==> src/rtl/scl_div_pkg.sv <==
package scl_div_pkg;

    localparam int STEP_W = 6;
    localparam int SAMP_W = 3;
    localparam int HS_STEP_W = 3;
    localparam int REG_W = 16;
    localparam int DLY_W = 8;

    typedef enum logic [1:0] {
        PH_IDLE = 2'd0,
        PH_LOW  = 2'd1,
        PH_HIGH = 2'd2,
        PH_GAP  = 2'd3
    } phase_e;

    typedef struct packed {
        logic [STEP_W-1:0] step_m1;
        logic [SAMP_W-1:0] samp_m1;
        logic [DLY_W-1:0]  dly;
        logic              hs;
    } cfg_t;

endpackage

==> src/rtl/scl_div_cfg_dec.sv <==
module scl_div_cfg_dec
    import scl_div_pkg::*;
#(
    parameter int P_REG_W = REG_W
) (
    input  logic [P_REG_W-1:0] std_word,
    input  logic [P_REG_W-1:0] hs_word,
    input  logic [DLY_W-1:0]   gap_len,
    output cfg_t               cfg
);
    localparam int STD_STEP_LSB = 0;
    localparam int STD_SAMP_LSB = 8;
    localparam int HS_STEP_LSB  = 8;
    localparam int HS_SAMP_LSB  = 12;

    always_comb begin
        cfg.hs  = |hs_word;
        cfg.dly = gap_len;
        if (cfg.hs) begin
            cfg.step_m1 = STEP_W'(hs_word[HS_STEP_LSB +: HS_STEP_W]);
            cfg.samp_m1 = hs_word[HS_SAMP_LSB +: SAMP_W];
        end else begin
            cfg.step_m1 = std_word[STD_STEP_LSB +: STEP_W];
            cfg.samp_m1 = std_word[STD_SAMP_LSB +: SAMP_W];
        end
    end

endmodule

==> src/rtl/scl_div_prescale.sv <==
module scl_div_prescale
    import scl_div_pkg::*;
#(
    parameter int P_STEP_W = STEP_W,
    parameter int P_SAMP_W = SAMP_W
) (
    input  logic                clk,
    input  logic                rst_n,
    input  logic                clear,
    input  logic [P_STEP_W-1:0] step_m1,
    input  logic [P_SAMP_W-1:0] samp_m1,
    output logic [P_STEP_W-1:0] step_cnt,
    output logic [P_SAMP_W-1:0] samp_cnt,
    output logic                half_done
);
    typedef struct packed {
        logic [P_STEP_W-1:0] step;
        logic [P_SAMP_W-1:0] samp;
    } cnt_t;

    cnt_t cnt_d, cnt_q;
    logic step_wrap;

    always_comb begin
        step_wrap = (cnt_q.step == step_m1);
        half_done = step_wrap && (cnt_q.samp == samp_m1);
        cnt_d = cnt_q;
        if (clear) begin
            cnt_d = '0;
        end else if (step_wrap) begin
            cnt_d.step = '0;
            cnt_d.samp = (cnt_q.samp == samp_m1) ? '0 : cnt_q.samp + 1'b1;
        end else begin
            cnt_d.step = cnt_q.step + 1'b1;
        end
    end

    always_ff @(posedge clk or negedge rst_n) begin
        if (!rst_n) cnt_q <= '0;
        else        cnt_q <= cnt_d;
    end

    assign step_cnt = cnt_q.step;
    assign samp_cnt = cnt_q.samp;

endmodule

==> src/rtl/scl_div_strobe.sv <==
module scl_div_strobe
    import scl_div_pkg::*;
(
    input  phase_e            phase,
    input  cfg_t              cfg,
    input  logic [STEP_W-1:0] step_cnt,
    input  logic [SAMP_W-1:0] samp_cnt,
    output logic              sda_chg,
    output logic              sda_smp
);
    localparam int CNT_W = STEP_W + SAMP_W + 1;

    logic [CNT_W-1:0] step_len;
    logic [CNT_W-1:0] half_len;
    logic [CNT_W-1:0] mid_idx;
    logic [CNT_W-1:0] cur_idx;

    always_comb begin
        step_len = CNT_W'(cfg.step_m1) + 1'b1;
        half_len = (CNT_W'(cfg.samp_m1) + 1'b1) * step_len;
        mid_idx  = half_len >> 1;
        cur_idx  = CNT_W'(samp_cnt) * step_len + CNT_W'(step_cnt);
        sda_chg  = (phase == PH_LOW) && (samp_cnt == '0) && (step_cnt == cfg.step_m1);
        sda_smp  = (phase == PH_HIGH) && (cur_idx == mid_idx);
    end

endmodule

==> src/rtl/scl_div_top.sv <==
module scl_div_top
    import scl_div_pkg::*;
(
    input  logic             clk,
    input  logic             rst_n,
    input  logic             xfer_en_i,
    input  logic             gap_req_i,
    input  logic [REG_W-1:0] timing_std_i,
    input  logic [REG_W-1:0] timing_hs_i,
    input  logic [DLY_W-1:0] gap_len_i,
    output logic             scl_o,
    output logic             scl_fall_o,
    output logic             scl_rise_o,
    output logic             sda_chg_o,
    output logic             sda_smp_o
);
    typedef struct packed {
        phase_e            phase;
        logic              scl;
        logic              fall;
        logic              rise;
        logic              pend;
        logic [DLY_W-1:0]  gap_cnt;
        cfg_t              cfg;
    } st_t;

    st_t st_d, st_q;
    cfg_t cfg_new;
    logic [STEP_W-1:0] step_cnt;
    logic [SAMP_W-1:0] samp_cnt;
    logic half_done;
    logic busy;

    scl_div_cfg_dec #(.P_REG_W(REG_W)) u_dec (
        .std_word (timing_std_i),
        .hs_word  (timing_hs_i),
        .gap_len  (gap_len_i),
        .cfg      (cfg_new)
    );

    scl_div_prescale #(.P_STEP_W(STEP_W), .P_SAMP_W(SAMP_W)) u_pre (
        .clk       (clk),
        .rst_n     (rst_n),
        .clear     (st_q.phase == PH_IDLE),
        .step_m1   (st_q.cfg.step_m1),
        .samp_m1   (st_q.cfg.samp_m1),
        .step_cnt  (step_cnt),
        .samp_cnt  (samp_cnt),
        .half_done (half_done)
    );

    scl_div_strobe u_stb (
        .phase    (st_q.phase),
        .cfg      (st_q.cfg),
        .step_cnt (step_cnt),
        .samp_cnt (samp_cnt),
        .sda_chg  (sda_chg_o),
        .sda_smp  (sda_smp_o)
    );

    always_comb begin
        st_d = st_q;
        st_d.fall = 1'b0;
        st_d.rise = 1'b0;
        if (gap_req_i && st_q.phase != PH_IDLE) st_d.pend = 1'b1;
        unique case (st_q.phase)
            PH_IDLE: begin
                if (xfer_en_i) begin
                    st_d.phase   = PH_LOW;
                    st_d.scl     = 1'b0;
                    st_d.fall    = 1'b1;
                    st_d.pend    = 1'b0;
                    st_d.gap_cnt = '0;
                    st_d.cfg     = cfg_new;
                end
            end
            PH_LOW: begin
                if (half_done) begin
                    st_d.phase = PH_HIGH;
                    st_d.scl   = 1'b1;
                    st_d.rise  = 1'b1;
                end
            end
            PH_HIGH: begin
                if (half_done) begin
                    if (st_q.pend && st_q.cfg.dly != '0) begin
                        st_d.phase   = PH_GAP;
                        st_d.pend    = 1'b0;
                        st_d.gap_cnt = '0;
                    end else begin
                        if (st_q.pend) st_d.pend = 1'b0;
                        if (xfer_en_i) begin
                            st_d.phase = PH_LOW;
                            st_d.scl   = 1'b0;
                            st_d.fall  = 1'b1;
                        end else begin
                            st_d.phase = PH_IDLE;
                        end
                    end
                end
            end
            PH_GAP: begin
                if (half_done) begin
                    if (st_q.gap_cnt == st_q.cfg.dly - 1'b1) begin
                        if (xfer_en_i) begin
                            st_d.phase = PH_LOW;
                            st_d.scl   = 1'b0;
                            st_d.fall  = 1'b1;
                        end else begin
                            st_d.phase = PH_IDLE;
                        end
                    end else begin
                        st_d.gap_cnt = st_q.gap_cnt + 1'b1;
                    end
                end
            end
            default: st_d.phase = PH_IDLE;
        endcase
    end

    always_ff @(posedge clk or negedge rst_n) begin
        if (!rst_n) begin
            st_q       <= '0;
            st_q.phase <= PH_IDLE;
            st_q.scl   <= 1'b1;
        end else begin
            st_q <= st_d;
        end
    end

    assign busy       = (st_q.phase != PH_IDLE);
    assign scl_o      = st_q.scl;
    assign scl_fall_o = st_q.fall;
    assign scl_rise_o = st_q.rise;

endmodule

==> config.mk <==
export PLATFORM = sky130hd
export DESIGN_NAME = scl_div_top
export DESIGN_NICKNAME = d
export VERILOG_FILES = /design/src/rtl/scl_div_pkg.sv /design/src/rtl/scl_div_cfg_dec.sv /design/src/rtl/scl_div_prescale.sv /design/src/rtl/scl_div_strobe.sv /design/src/rtl/scl_div_top.sv
export SDC_FILE = /design/constraint.sdc
export NUM_CORES = 1
export LEC_CHECK = 0
export BUFFER_PORTS_ARGS = -buffer_cell sky130_fd_sc_hd__buf_2
export CAP_MARGIN = 10
export CORE_MARGIN = 5
export CORE_UTILIZATION = 55
export CTS_CLUSTER_SIZE = 14
export DETAILED_ROUTE_END_ITERATION = 12
export PLACE_DENSITY = 0.87
export SLEW_MARGIN = 20
export SYNTH_ARGS = -nofsm -noshare
export SYNTH_HDL_FRONTEND = slang
export SYNTH_HIERARCHICAL = 1
export SYNTH_SLANG_ARGS = --single-unit
==> constraint.sdc <==
create_clock -name clk -period 6.5 [get_ports clk]
set_input_delay 1.3 -clock clk [delete_from_list [all_inputs] [get_ports clk]]
set_output_delay 1.3 -clock clk [all_outputs]
set_load 0.01 [all_outputs]
### After elaboration in Yosys (flattened, before gate mapping)

Cells that the tools add are included.

* input bits: 44
* bits in registers: 41
* output and inout port bits: 5

* muxes and demuxes: 28
* $add $sub $neg: 7
* eq/ne operators: 15
* multipliers: 2
* reduce and logical (&&, ||, !) cells: 17

Operator list (number)
* two-way mux 27 bit: 1
* two-way mux 9 bit: 3
* two-way mux 8 bit: 3
* one-hot mux 8 bit (3 select lines): 1
* two-way mux 4 bit: 4
* inequality test 2 bit (second input constant): 8
* OR reduction 16 bit: 1
* one-hot mux 3 bit (4 select lines): 1
* AND reduction 6 bit: 2
* adder 10 x 6 -> 10 bit: 1
* equality test 10 x 9 -> 1 bit: 1
* multiplier 10 x 10 -> 10 bit: 1
* multiplier 3 x 10 -> 10 bit: 1
* two-way mux 3 bit: 3
* adder 8 x 1 -> 8 bit (second input constant): 1
* equality test 8 bit: 1
* nonzero test 8 bit: 1
* subtractor 8 x 1 -> 8 bit (second input constant): 1
* adder 6 x 1 -> 7 bit (second input constant): 1
* adder 6 x 1 -> 6 bit (second input constant): 1
* equality test 6 bit: 1
* logical AND 1 bit: 6
* two-way mux 1 bit: 6
* two-way mux 2 bit: 3
* 14 further kinds: 16

### Depth between registers and ports, before layout

Gate-level depths: netlist (run 1).

* depth after elaboration: 7
* gate-level depth with buffers: 15
* mapped depth without buffers: 14

### Modules after synthesis

The synthesis (run 1) kept the hierarchy.

Modules (own cells, without submodules)
* scl_div_top: area an instance 1735.4 um^2, cells each 170, instances 1
* scl_div_strobe: area an instance 1719.1 um^2, cells each 205, instances 1
* scl_div_prescale: area an instance 534.3 um^2, cells each 53, instances 1
* scl_div_cfg_dec: area an instance 172.7 um^2, cells each 24, instances 1

### Worst setup path after synthesis (run 1)

No wires, ideal clock.

* kind: reg2out
* start point: register st_q[12] in the netlist's numbering
* end point: output sda_smp_o
* path buffers: 1
* cell stages (with the launch flop): 16
* data required time: 5.200 ns
* path slack: 1.264 ns
* data arrival time: 3.936 ns
* cell sequence: dfrtp_1 clkbuf_1 and3_1 nand3_1 xnor2_1 nand2_1 fa_1 fa_1 inv_1 ha_1 and3_1 a221o_1 o41ai_4 xnor2_1 xnor2_1 and4_1

* word-level cells in the longest chain between the ends: 5
* elaborated cells between the ends (all ways): 6
* those cells by class: 2 x add/sub; 2 x mul; 1 x eq/ne; 1 x reduce/logical

Ends and longest elaborated chain
* from (decl): line scl_div_top.sv:27 `st_t st_d, st_q;`
* from (signal assigned): line scl_div_top.sv:127 `st_q <= st_d;`
* adder 6 x 1 -> 7 bit (*): line scl_div_strobe.sv:19 `step_len = CNT_W'(cfg.step_m1) + 1'b1;`
* multiplier 3 x 10 -> 10 bit: line scl_div_strobe.sv:22 `cur_idx = CNT_W'(samp_cnt) * step_len + CNT_W'(step_cnt);`
* adder 10 x 6 -> 10 bit: line scl_div_strobe.sv:22
* equality test 10 x 9 -> 1 bit (*): line scl_div_strobe.sv:24 `sda_smp = (phase == PH_HIGH) && (cur_idx == mid_idx);`
* logical AND 1 bit (*): line scl_div_strobe.sv:24
* to (decl): line scl_div_top.sv:15 `output logic sda_smp_o`

Every way passes the cells marked *; elsewhere a longest branch is shown, timed or not.

### Final worst setup path (run 1)

Ends and elaborated chain as after synthesis.

==> run metrics, run 1 <==
routed vias/inst 5.969; endpoints failing hold 0; Pre-Repair DR Iteration Count 5; DP Area 4323 um^2; Num CTS Buffers 5; power density over cell area 311.7 nW/um^2; CTS tree built; pin count of the biggest net entering global routing 41; post-CTS setup buffers 0; Post-CTS Resized 0; Fin Setup TNS 0 ps; class of the worst hold path reg -> reg; final worst slack 294.6 ps; number of port buffers 41; I/O pin total 49; DRC violations left 0; RSZ-0062 raised after global routing no; area grow syn2layout 6.952%; final-stage net count 574; layout cell share with drive strength beyond 1 14.92%; remaining global-route overflow 0; P_leak 2.232 nW; Max Slew Vio Count 0; routability cong. 0.8782; r2r setup slk 3640 ps; Die Y 96.57 um; Layout Skew 7.225 ps; Final Power 1.374 mW; final period utilization 95.47%; first-pass GRT wire length 15550 um; antenna fix cells 0; Worst Path Required 5200 ps; non-filler instance count after layout 575; Initial Util 56.52%; final setup fails 0; path depth of the worst reg2reg path 6; Mapped Avg Cell Area 9.179 um^2; vias in the first global route 3414; clock-pin slew on the worst setup and hold paths 80 ps; Root Buffer clkbuf_8; critical path type reg -> out; GRT Util Overall 21.13%; Die ar. 9325 um^2; fin crit period 6205 ps; IR drop worst, VDD 206.5 uV; WP data arrival 4910 ps; Layout Utilization 60.45%; via count 3432; status finished clean; detailed placement HPWL 7176 um; Detail Route Antenna Nets 0; H-tree depth 2; Core Area 7292 um^2; startpoint type of the worst setup path flop; num rows 31; fmax 161.2 MHz; syn nets 548; initial antenna violation count 0; Yosys warnings 6; post-route cell area 4408 um^2; CTS max path bufs 2; mean routed wirelength per cell 15.76 um; Max Cap Viol 0; worst hold stages 1; pre-CTS WS 778.0 ps; Placed Cells 567; clk sinks 40; Worst-Skew Late Latency 290 ps; First DRT Iteration DRCs 356; WHS 515.3 ps; CP endpoint kind primary output; relative slew slack 41.56%; Die W 96.57 um; Least-Margin Pin Slew 876.6 ps; Routed WL 9061 um; synthesized cell area 4121 um^2; hold_buf cts 0; cells after synthesis 449; crit path max fanout 12
-- layout make-up --
class	instances	area, um^2
clock buffers	6	72.57
clock inverters	2	12.51
fillers	604	2884
inverters	28	105.1
multi-input cells	357	2872
flip-flops and latches	40	1002
well taps	99	123.9
repair buffers	43	220.2
-- layer usage --
layer | global-route usage [%] | part of all wire (%)
met3 | 3.563 | 5.8
met1 | 27.34 | 42
met4 | 5.724 | 1.8
met5 | 0 | 0
met2 | 36.55 | 50
-- flip-flops by register name (all words and copies together), names as in the netlist --
name / cells
scl_fall_o: 1
scl_o: 1
scl_rise_o: 1
st_q: 28
u_pre/samp_cnt: 3
u_pre/step_cnt: 6
-- where the power goes --
part           internal (mW)  leakage (nW)  total (mW)  switching, mW
combinational          0.363          1.69       0.754          0.391
clock                 0.0750        0.0412       0.161         0.0858
sequential             0.317         0.498       0.459          0.142
-- layout by cell type (no fill, tap or decap), types with 2 or more instances in the layout --
master     n
nand2b_1  16
xnor2_1   30
fa_1      20
mux2i_1    4
dfrtp_1   39
nor2_1    20
ha_1      35
xor2_1    26
o21ai_0   10
o211ai_1   2
clkbuf_8   5
inv_1     28
nor2b_1    8
and3_1    10
o21a_1     4
a211oi_1   4
a31oi_1   15
nor3_1    10
and4_1     2
mux2_2    15
nand4b_1   3
nand2_1   47
or4_1      2
or4_4      2
nor3b_1    4
buf_2     41
nand3_1    8
a21oi_1    9
buf_4      2
nor4b_1    2
a21o_1    11
nand4_1    4
nor4_1     7
and2_1    12
a221o_1    2
-- worst paths after layout --
kind	endpoint	start
setup / recovery	sda_smp_o	st_q[12]$_DFFE_PN0P_
setup reg to reg	st_q[19]$_DFFE_PN0P_	st_q[14]$_DFFE_PN0P_
hold / removal	st_q[25]$_DFFE_PN0P_	st_q[25]$_DFFE_PN0P_
max in group asynchronous	st_q[24]$_DFFE_PN0P_	rst_n
hold reg to reg	st_q[25]$_DFFE_PN0P_	st_q[25]$_DFFE_PN0P_
min in group asynchronous	st_q[2]$_DFFE_PN0P_	rst_n
-- worst max-delay path, stage by stage (launching register included) --
cell and delay [ps]:
dfrtp_1 620, ha_1 280, xor2_1 440, nand2_1 130, fa_1 500, inv_1 50
fa_1 500, fa_1 470, a211oi_1 460, nor3b_1 160, o22ai_1 190, xnor2_1 120
nor4_1 300, and4_1 240, buf_2 130
No activity file was read; power rests on OpenSTA's default activity.
==> run 2, diff against run 1 <==
--- a/config.mk
+++ b/config.mk
@@ -7,11 +7,13 @@
 export LEC_CHECK = 0
 export BUFFER_PORTS_ARGS = -buffer_cell sky130_fd_sc_hd__buf_2
 export CAP_MARGIN = 10
+export CELL_PAD_IN_SITES_DETAIL_PLACEMENT = 0
+export CELL_PAD_IN_SITES_GLOBAL_PLACEMENT = 1
 export CORE_MARGIN = 5
-export CORE_UTILIZATION = 55
+export CORE_UTILIZATION = 46
 export CTS_CLUSTER_SIZE = 14
 export DETAILED_ROUTE_END_ITERATION = 12
-export PLACE_DENSITY = 0.87
+export PLACE_DENSITY = 0.93
 export SLEW_MARGIN = 20
 export SYNTH_ARGS = -nofsm -noshare
 export SYNTH_HDL_FRONTEND = slang
==> run 2 against run 1 <==
Against the previous run:
- largest cell class unchanged
- combinational power down 1%
- non-clock buffer count unchanged
- via count down 4.1%
- final cell count up 1.6%
- sequential share of layout area down 0.071 points
- largest power group unchanged
- register-to-register slack better by 20 ps
- global-route usage down 4.4 points
- hold slack better by 20 ps
==> run metrics, run 2 (same netlist as run 1, synthesis figures left out) <==
Routed WL 9047 um (-0.15%); Top Metal Used met4; max FFs per register 28 (unchanged); remaining global-route overflow 0 (unchanged); Crit path largest cell delay 600 ps (-20 ps); routed wl met2 4335 um (-4.9%); Top reg by flops st_q; area grow syn2layout 7.286%; fmax 168.6 MHz (+4.6%); First DRT Iteration DRCs 191 (-46%); critical path type reg -> out; Core Area 8721 um^2 (+20%); Num CTS Buffers 5 (unchanged); antenna fix cells 0 (unchanged); num rows 34 (+9.7%); clock-pin slew on the worst setup and hold paths 90 ps (about the same); Final Power 1.365 mW (-0.68%); number of port buffers 41 (unchanged); clk sinks 40 (unchanged); fillers 840 (+39%); most common cell after layout, fill and taps aside nand2_1; initial antenna violation count 0 (unchanged); Die Y 104.7 um (+8.4%); Least-Margin Pin Slew 908.7 ps (+32.14 ps); Worst Path Required 5200 ps (about the same); relative slew slack 39.42% (-2.1 points); Max Slew Vio Count 0 (unchanged); Max Cap Viol 0 (unchanged); status finished clean; Root Buffer clkbuf_8; endpoints failing hold 0 (unchanged); CTS max path bufs 2 (unchanged); WP data arrival 4630 ps (-280 ps); RSZ-0062 raised after global routing no; Detail Route Antenna Nets 0 (unchanged); IR drop worst, VDD 179.2 uV (-13%); CTS tree built; final period utilization 91.23% (-4.2 points); final-stage net count 574 (unchanged); I/O pin total 49 (unchanged); Worst-Skew Late Latency 300 ps (about the same); length of routed met3 wiring 425 um (-19%); vias in the first global route 3298 (-3.4%); Post-CTS Resized 0 (unchanged); routability cong. 0.8131 (-7.4%); fin crit period 5930 ps (-275.7 ps); commonest cells after routing, fill and taps aside nand2_1, buf_2, dfrtp_1, ha_1, xnor2_1; post-CTS setup buffers 0 (unchanged); final setup fails 0 (unchanged); first-pass GRT wire length 15600 um (+0.31%); via count 3290 (-4.1%); met1 WL 4112 um (+7.8%); class of the worst hold path reg -> reg; layout cell share with drive strength beyond 1 15.13% (+0.21 points); critical path's slowest cell fa_1; P_leak 2.239 nW (+0.29%); pre-CTS WS 888.6 ps (+110.7 ps); power density over cell area 308.6 nW/um^2 (-0.99%); routed vias/inst 5.634 (-5.6%); mean routed wirelength per cell 15.49 um (-1.7%); critical path, cell by cell ha_1 > xor2_1 > nand2_1 > fa_1 > fa_1 > inv_1 > ha_1 > a21o_1 > a221o_1 > o41ai_4 > xnor2_1 > xnor2_1 > and4_1 > buf_2; Fin Setup TNS 0 ps (unchanged); H-tree depth 2 (unchanged); final worst slack 570.3 ps (+275.7 ps); startpoint type of the worst setup path flop; pin count of the biggest net entering global routing 41 (unchanged); Initial Util 47.26% (-9.3 points); Layout Skew 12.46 ps (+5.233 ps); Pre-Repair DR Iteration Count 4 (-1); DRC violations left 0 (unchanged); detailed placement HPWL 7260 um (+1.2%); crit path max fanout 11 (-1); CP endpoint kind primary output; hold_buf cts 0 (unchanged); Die W 104.7 um (+8.4%); GRT Util Overall 16.73% (-4.4 points); Die ar. 10950 um^2 (+17%)
[run 2: cell types whose count changed in the layout (fill, tap and decap cells not counted), sizes merged]
cell      change
clkbuf        -1
clkinvlp      -1
clkinv        +2
[run 2: report_power, final]
group | switching, mW | internal (mW)
sequential | 0.138 | 0.317
clock | 0.0898 | 0.0748
combinational | 0.383 | 0.363
total | 0.610 | 0.755
[run 2: layout make-up]
type / instances / area (um^2) / area share, %
multi-input combinational: 357 / 2872 / 64.94
timing repair buffer: 43 / 220.2 / 4.980
clock inverter: 3 / 18.77 / 0.4244
inverter: 28 / 105.1 / 2.377
tap: 108 / 135.1 / 3.056
clock buffer: 5 / 68.82 / 1.556
sequential: 40 / 1002 / 22.67
[run 2: critical path: cells and delay by family (launching register included)]
family                   cells  cell delay (ps)
AND/OR/NAND/NOR              2              360
adder cells (fa/ha/maj)      4             1640
buffers and inverters        2              190
XOR/XNOR                     3              800
AO/OA/AOI/OAI                3              780
flip-flops                   1              580
[run 2: per-stage QoR]
| step | cells | hold WS, ps | instance area (um^2) | utilization (%) |
|---|---|---|---|---|
| floorplan | 449 | 470.4 | 4121 | - |
| detailed placement | 576 | 525.2 | 4334 | 49.70 |
| finish | 584 | 535.0 | 4422 | 50.70 |
| global route | 584 | 550.9 | 4422 | 50.70 |
| global placement | 576 | 499.1 | 4334 | 49.70 |
| CTS | 584 | 539.0 | 4422 | 50.70 |
[run 2: path summary, 6_finish.rpt]
path,start,to,slack [ps],cells after the start
worst max-delay path,st_q[9]$_DFFE_PN0P_,sda_smp_o,570,14
worst min-delay path,st_q[25]$_DFFE_PN0P_,st_q[25]$_DFFE_PN0P_,540,1
worst max register to register,st_q[30]$_DFFE_PN0P_,st_q[19]$_DFFE_PN0P_,3660,4
worst min register to register,st_q[25]$_DFFE_PN0P_,st_q[25]$_DFFE_PN0P_,540,1
max in group asynchronous,rst_n,st_q[7]$_DFFE_PN0P_,4810,1
min in group asynchronous,rst_n,st_q[21]$_DFFE_PN0P_,1120,1
[run 2: per-layer routing]
metal	track usage, %	up-vias
met4	4.201	0
li1	-	1598
met1	22.93	1608
met5	0	-
met2	28.42	70
met3	1.726	14
